File: config.mk
export PLATFORM = sky130hd
export DESIGN_NAME = irq_router
export DESIGN_NICKNAME = d
export VERILOG_FILES = /design/src/rtl/irq_rtr_pkg.sv /design/src/rtl/irq_rtr_cfg.sv /design/src/rtl/irq_rtr_fanin.sv /design/src/rtl/irq_router.sv
export SDC_FILE = /design/constraint.sdc
export NUM_CORES = 1
export LEC_CHECK = 0
export BUFFER_PORTS_ARGS = -buffer_cell sky130_fd_sc_hd__buf_4
export CAP_MARGIN = 5
export CORE_MARGIN = 2
export CORE_UTILIZATION = 35
export CTS_CLUSTER_SIZE = 8
export DETAILED_ROUTE_END_ITERATION = 12
export MAX_ROUTING_LAYER = met4
export PLACE_DENSITY = 0.64
export SLEW_MARGIN = 20
export SYNTH_ARGS = -nofsm -noshare
export SYNTH_HDL_FRONTEND = slang
export SYNTH_SLANG_ARGS = --single-unit
File: constraint.sdc
create_clock -name clk_i -period 1.96 [get_ports clk_i]
set_input_delay 0.294 -clock clk_i [delete_from_list [all_inputs] [get_ports clk_i]]
set_output_delay 0.294 -clock clk_i [all_outputs]
set_load 0.02 [all_outputs]
File: src/rtl/irq_rtr_pkg.sv
package irq_rtr_pkg;
   // width of one source's level-select field
   localparam int unsigned FLD_W = 4;

   // default steering applied out of reset: source n to level n mod nlvl
   function automatic logic [FLD_W-1:0] dflt_lvl(input int unsigned src,
                                                  input int unsigned nlvl);
      return FLD_W'(src % nlvl);
   endfunction
endpackage

File: src/rtl/irq_rtr_cfg.sv
module irq_rtr_cfg
   import irq_rtr_pkg::*;
#(
   parameter int unsigned NUM_SRC = 16,
   parameter int unsigned NUM_LVL = 9,
   parameter int unsigned DATA_W  = 32,
   parameter int unsigned ADDR_W  = 4
) (
   input  logic                             clk_i,
   input  logic                             rst_ni,
   input  logic                             we_i,
   input  logic [ADDR_W-1:0]                addr_i,
   input  logic [DATA_W-1:0]                wdata_i,
   input  logic [NUM_SRC-1:0]               src_i,
   output logic [DATA_W-1:0]                rdata_o,
   output logic [NUM_SRC-1:0][FLD_W-1:0]    asg_o,
   output logic [NUM_SRC-1:0]               en_o
);
   localparam int unsigned SLOTS     = DATA_W / FLD_W;
   localparam int unsigned NASG      = NUM_SRC / SLOTS;
   localparam int unsigned EN_ADDR   = NASG;
   localparam int unsigned STAT_ADDR = NASG + 1;

   logic [NUM_SRC-1:0][FLD_W-1:0] asg_q;
   logic [NUM_SRC-1:0]            en_q;
   logic                          en_wr;

   assign en_wr = we_i && (addr_i == ADDR_W'(EN_ADDR));

   // one field register per source, decoded from its word and slot
   for (genvar s = 0; s < NUM_SRC; s++) begin : g_fld
      localparam int unsigned WORD = s / SLOTS;
      localparam int unsigned SLOT = s % SLOTS;
      always_ff @(posedge clk_i or negedge rst_ni) begin
         if (!rst_ni) begin
            asg_q[s] <= dflt_lvl(s, NUM_LVL);
         end else if (we_i && (addr_i == ADDR_W'(WORD))) begin
            asg_q[s] <= wdata_i[FLD_W*SLOT +: FLD_W];
         end
      end
   end

   always_ff @(posedge clk_i or negedge rst_ni) begin
      if (!rst_ni) begin
         en_q <= '1;
      end else if (en_wr) begin
         en_q <= wdata_i[NUM_SRC-1:0];
      end
   end

   // read mux: assignment words, enable word, raw request view, zero
   always_comb begin
      rdata_o = '0;
      if (addr_i < ADDR_W'(NASG)) begin
         for (int s = 0; s < NUM_SRC; s++) begin
            if (ADDR_W'(s / SLOTS) == addr_i) begin
               rdata_o[FLD_W*(s % SLOTS) +: FLD_W] = asg_q[s];
            end
         end
      end else if (addr_i == ADDR_W'(EN_ADDR)) begin
         rdata_o[NUM_SRC-1:0] = en_q;
      end else if (addr_i == ADDR_W'(STAT_ADDR)) begin
         rdata_o[NUM_SRC-1:0] = src_i;
      end
   end

   assign asg_o = asg_q;
   assign en_o  = en_q;

   // enable word captures the written value on the following edge
   a_r8_en_write: assert property (@(posedge clk_i) disable iff (!rst_ni)
      en_wr |=> (en_o == $past(wdata_i[NUM_SRC-1:0])));

   // no write strobe, no configuration change
   a_r8_hold_idle: assert property (@(posedge clk_i) disable iff (!rst_ni)
      !we_i |=> ($stable(asg_o) && $stable(en_o)));

   // writes to the status address alter no configuration state
   a_r8_stat_ro: assert property (@(posedge clk_i) disable iff (!rst_ni)
      (we_i && addr_i == ADDR_W'(STAT_ADDR)) |=> ($stable(asg_o) && $stable(en_o)));
endmodule

File: src/rtl/irq_rtr_fanin.sv
module irq_rtr_fanin
   import irq_rtr_pkg::*;
#(
   parameter int unsigned NUM_SRC = 16,
   parameter int unsigned NUM_LVL = 9,
   parameter bit          REG_OUT = 1'b1
) (
   input  logic                          clk_i,
   input  logic                          rst_ni,
   input  logic [NUM_SRC-1:0]            src_i,
   input  logic [NUM_SRC-1:0]            en_i,
   input  logic [NUM_SRC-1:0][FLD_W-1:0] asg_i,
   output logic [NUM_LVL-1:0]            lvl_o
);
   logic [NUM_SRC-1:0]              live;
   logic [NUM_LVL-1:0][NUM_SRC-1:0] sel;
   logic [NUM_LVL-1:0]              hit;

   assign live = src_i & en_i;

   // one match row per level; field values past the last level match none
   for (genvar k = 0; k < NUM_LVL; k++) begin : g_lvl
      for (genvar s = 0; s < NUM_SRC; s++) begin : g_src
         assign sel[k][s] = (asg_i[s] == FLD_W'(k));
      end
      assign hit[k] = |(live & sel[k]);
   end

   if (REG_OUT) begin : g_reg
      logic [NUM_LVL-1:0] lvl_q;
      always_ff @(posedge clk_i or negedge rst_ni) begin
         if (!rst_ni) lvl_q <= '0;
         else         lvl_q <= hit;
      end
      assign lvl_o = lvl_q;

      // with every source disabled, no level fires on the next edge
      a_r4_all_blocked: assert property (@(posedge clk_i) disable iff (!rst_ni)
         (en_i == '0) |=> (lvl_o == '0));

      // no request means quiet outputs one edge later
      a_r5_idle_quiet: assert property (@(posedge clk_i) disable iff (!rst_ni)
         (src_i == '0) |=> (lvl_o == '0));

      // never more levels active than live sources feeding them
      a_r5_bounded: assert property (@(posedge clk_i) disable iff (!rst_ni)
         1'b1 |=> ($countones(lvl_o) <= $countones($past(live))));
   end else begin : g_comb
      assign lvl_o = hit;
      // clock and reset unused in the combinational variant
      logic unused_ok;
      assign unused_ok = clk_i ^ rst_ni;
   end
endmodule

File: src/rtl/irq_router.sv
module irq_router
   import irq_rtr_pkg::*;
#(
   parameter int unsigned NUM_SRC = 16,
   parameter int unsigned NUM_LVL = 9,
   parameter int unsigned DATA_W  = 32,
   parameter int unsigned ADDR_W  = 4
) (
   input  logic                clk_i,
   input  logic                rst_ni,
   input  logic [NUM_SRC-1:0]  src_i,
   input  logic                reg_we_i,
   input  logic [ADDR_W-1:0]   reg_addr_i,
   input  logic [DATA_W-1:0]   reg_wdata_i,
   output logic [DATA_W-1:0]   reg_rdata_o,
   output logic [NUM_LVL-1:0]  irq_lvl_o
);
   localparam int unsigned SLOTS = DATA_W / FLD_W;
   localparam int unsigned NASG  = NUM_SRC / SLOTS;

   // elaboration-time parameter checks
   if (DATA_W % FLD_W != 0)            begin : g_chk_dw  $error("DATA_W must hold whole fields"); end
   if (NUM_SRC % SLOTS != 0)           begin : g_chk_ns  $error("NUM_SRC must fill whole words"); end
   if (NUM_SRC > DATA_W)               begin : g_chk_en  $error("enable word too narrow"); end
   if (NUM_LVL > (1 << FLD_W))         begin : g_chk_lv  $error("too many levels for field"); end
   if ((1 << ADDR_W) < NASG + 2)       begin : g_chk_aw  $error("address space too small"); end

   logic [NUM_SRC-1:0][FLD_W-1:0] asg;
   logic [NUM_SRC-1:0]            en;

   irq_rtr_cfg #(
      .NUM_SRC (NUM_SRC),
      .NUM_LVL (NUM_LVL),
      .DATA_W  (DATA_W),
      .ADDR_W  (ADDR_W)
   ) cfg_i (
      .clk_i   (clk_i),
      .rst_ni  (rst_ni),
      .we_i    (reg_we_i),
      .addr_i  (reg_addr_i),
      .wdata_i (reg_wdata_i),
      .src_i   (src_i),
      .rdata_o (reg_rdata_o),
      .asg_o   (asg),
      .en_o    (en)
   );

   irq_rtr_fanin #(
      .NUM_SRC (NUM_SRC),
      .NUM_LVL (NUM_LVL),
      .REG_OUT (1'b1)
   ) fanin_i (
      .clk_i   (clk_i),
      .rst_ni  (rst_ni),
      .src_i   (src_i),
      .en_i    (en),
      .asg_i   (asg),
      .lvl_o   (irq_lvl_o)
   );

   // a request appearing from nothing cannot show in the same cycle
   a_r6_no_same_cycle: assert property (@(posedge clk_i) disable iff (!rst_ni)
      ($past(src_i) == '0) |-> (irq_lvl_o == '0));
endmodule

==> results.md <==
- Status: finished with violations
- Failing checks: hold timing
- Largest delay share family, worst path: simple AND/OR/NAND/NOR gates
- Seq cells post-synth: 89
- Startpoint Class: flip-flop
- Die X: 130 um
- Fin crit share: 0.992
- Routed Antenna Nets: 0
- Core box area: between 15000 and 20000 um2
- Post-synth top area share: 0.231
- Cells along the critical path: and4bb_1, nand3b_1, nand4_1, or4_1, or3_1
- Final Setup Violations: 0
- # nets final: 731
- List of most frequent post-synthesis cells: mux2_2 (69), dfrtp_1 (51), dfstp_2 (38), a22o_1 (32), nand2_1 (25)
- Top cell type by total area after synthesis: dfrtp_1
- Utilization after layout: 0.484
- EDFF count, synth: 0
- Reg area: roughly 2300 um2
- GRT Util Overall: 0.299
- Fraction of synthesis flops using an asynchronous set or reset pin: 1.00
- Starting density of the core: 0.361
- Post-DR wirelength/cell: 26.8 um
- Crit path required time: approximately 2.2 ns
- Area of the multi-input gates: 3120 um2
- Drc violations: 0
- Global placement routability congestion: between 0.9 and 1
- Final WL: 23.9 mm
- I/O Buffers: 95
- Syn. warnings: 0
- Pre-Repair DR Iteration Count: 6
- Yosys cell types: 58
- Largest net degree at the start of global routing: 90
- Setup CP Type: reg2reg
- Hold Vio Cnt, Final: 8
- Clk root buf: clkbuf_16
- FP Rows: 45
- DRT iter0 DRCs: 504
- Vias/cell: between 6 and 7
- Pwr dens: 1020 nW/um2
- Setup TNS: 0 ns
- Slowest CP cell: dfstp_2
- Dominant synthesized flop cell: dfrtp_1
- Io pins: 96
- Grt ovf: 0
- CP bufs+invs: 0
- Hold Crit Class: in2async
- CP endpoint kind: flip-flop
- H-Tree Level Count: 3
- Critical Path AT: 2.18 ns
- CTS Buf Count: 9
- RSZ-0062 raised after global routing: true
- Initial antenna violation count: 0
- Share of cells above drive strength 1: 0.479
- Crit path time final: 1.94 ns
- CP max FO: 3
- DP HPWL: between 15 and 20 mm
- Antenna diode count: 0
- Buffer depth of the longest clock path: 2
- Hold-fix buffers at CTS: 0
- First-pass GRT wire length: 35.1 mm
- Clk sinks: 89
- Area growth syn-to-layout: 34.1%
- Syn_area_per_cell: 10.8 um2
- Largest cells by area after synthesis: dfrtp_1 (23%), dfstp_2 (18%), mux2_2 (14%), a22o_1 (5.1%), a221o_1 (2.9%)
- Maximum vdd drop: 0.000443 V
- Die height: 130 um
- Worst-Margin Slew: 0.663 ns
- Die ar.: around 17000 um2
- Via count: approximately 5400
- Fill cells: between 1000 and 1500
- Hold Slack: -0.0113 ns
- Top-count cell post-synth: mux2_2
- CTS tree: built
- Clock Latency Late Sink: 0.36 ns
- Final Slew Violations: 0
- Clock skew: 0.0155 ns
- Max cap viols: 0
- Slowest stage delay, CP: 0.59 ns
- Number of global-route vias before repair: 5340
- Highest clock rate: 514 MHz
- Syn Inst Count: between 500 and 600
- Mapped Area: 5530 um2
- Pleak: 0.00319 uW
- Relative max-transition margin: 0.554
- Post-synthesis sequential area ratio: 0.411
- Syn_nets: 568
- Clock slew at reported path FFs: 0.07 ns
## worst paths after layout
kind	start	to	slack (ns)	cells after the start
max	cfg_i.asg_o[20]	fanin_i.lvl_o[8]	0.02	5
min	rst_ni	cfg_i.asg_o[7]	-0.01	2
max reg2reg	cfg_i.asg_o[20]	fanin_i.lvl_o[8]	0.02	5
min reg2reg	cfg_i.asg_o[47]	cfg_i.asg_o[47]	0.59	1
max in group asynchronous	rst_ni	cfg_i.asg_o[20]	1.58	2
min in group clk_i	reg_wdata_i[17]	cfg_i.asg_o[17]	0.16	2
## metal layers
layer / global-route usage / vias up / wire, um
li1: - / 2365 / -
met5: - / - / 0
met2: 0.463 / 232 / 11200
met3: 0.0271 / 48 / 1410
met1: 0.408 / 2722 / 10500
met4: 0.115 / 0 / 833
## what timing repair did
| action | 4_1_cts | 5_1_grt |
|---|---|---|
| cloned | 0 | 0 |
| hold endpoints to repair | 0 | 0 |
| setup endpoints to repair | 2 | 3 |
| gates resized for setup | 1 | 1 |
| setup buffers | 2 | 0 |
| pin swaps | 0 | 2 |
## layout by cell type (no fill, tap or decap), drive strengths merged, types with 16 or more instances in the layout
| cell type | n |
|---|---|
| nand2 | 26 |
| mux2 | 80 |
| a22o | 32 |
| dfstp | 38 |
| a221o | 16 |
| nor4 | 17 |
| dfrtp | 51 |
| nor3 | 18 |
| buf | 185 |
| nand3 | 22 |
| nand2b | 19 |
| nand4 | 17 |
| nor2 | 21 |
## flip-flops by register name, indices dropped and copies added (netlist names)
| register | flops |
|---|---|
| cfg_i.asg_o | 64 |
| cfg_i.en_o | 16 |
| fanin_i.lvl_o | 9 |
## power breakdown
| part | total (uW) | switching (uW) | internal [uW] |
|---|---|---|---|
| clock | 1940 | 784 | 1160 |
| sequential | 3080 | 634 | 2450 |
| combinational | 2560 | 1280 | 1290 |
| total | 7590 | 2690 | 4890 |
## kinds of logic (layout without fill, tap and decap cells)
| kind of cell | Yosys count | count (layout) | synth area share |
|---|---|---|---|
| and+or+nand+nor | 215 | 215 | 0.250 |
| AOI/OAI and AO/OA | 93 | 93 | 0.140 |
| DFF | 89 | 89 | 0.411 |
| muxes | 80 | 80 | 0.170 |
| buffers and inverters | 36 | 204 | 0.0290 |
## layout make-up
class                           count  area share
Multi-Input combinational cell    388       0.420
Sequential cell                    89       0.307
Timing Repair Buffer              185       0.192
Tap cell                          211      0.0356
Clock buffer                       12      0.0332
Clock inverter                      4      0.0103
Inverter                            3     0.00152
## metrics by stage
step	instance area [um2]	std cells	total power, uW	setup slack [ns]
2_1_floorplan	5530	513	4120	0.148
3_3_place_gp	7070	874	5570	-0.00154
3_5_place_dp	7070	874	5600	-0.000174
4_1_cts	7410	892	7580	0.0217
5_1_grt	7420	892	7910	-0.0172
6_report	7420	892	7590	0.0151
Power figures use the tool's default switching activity.
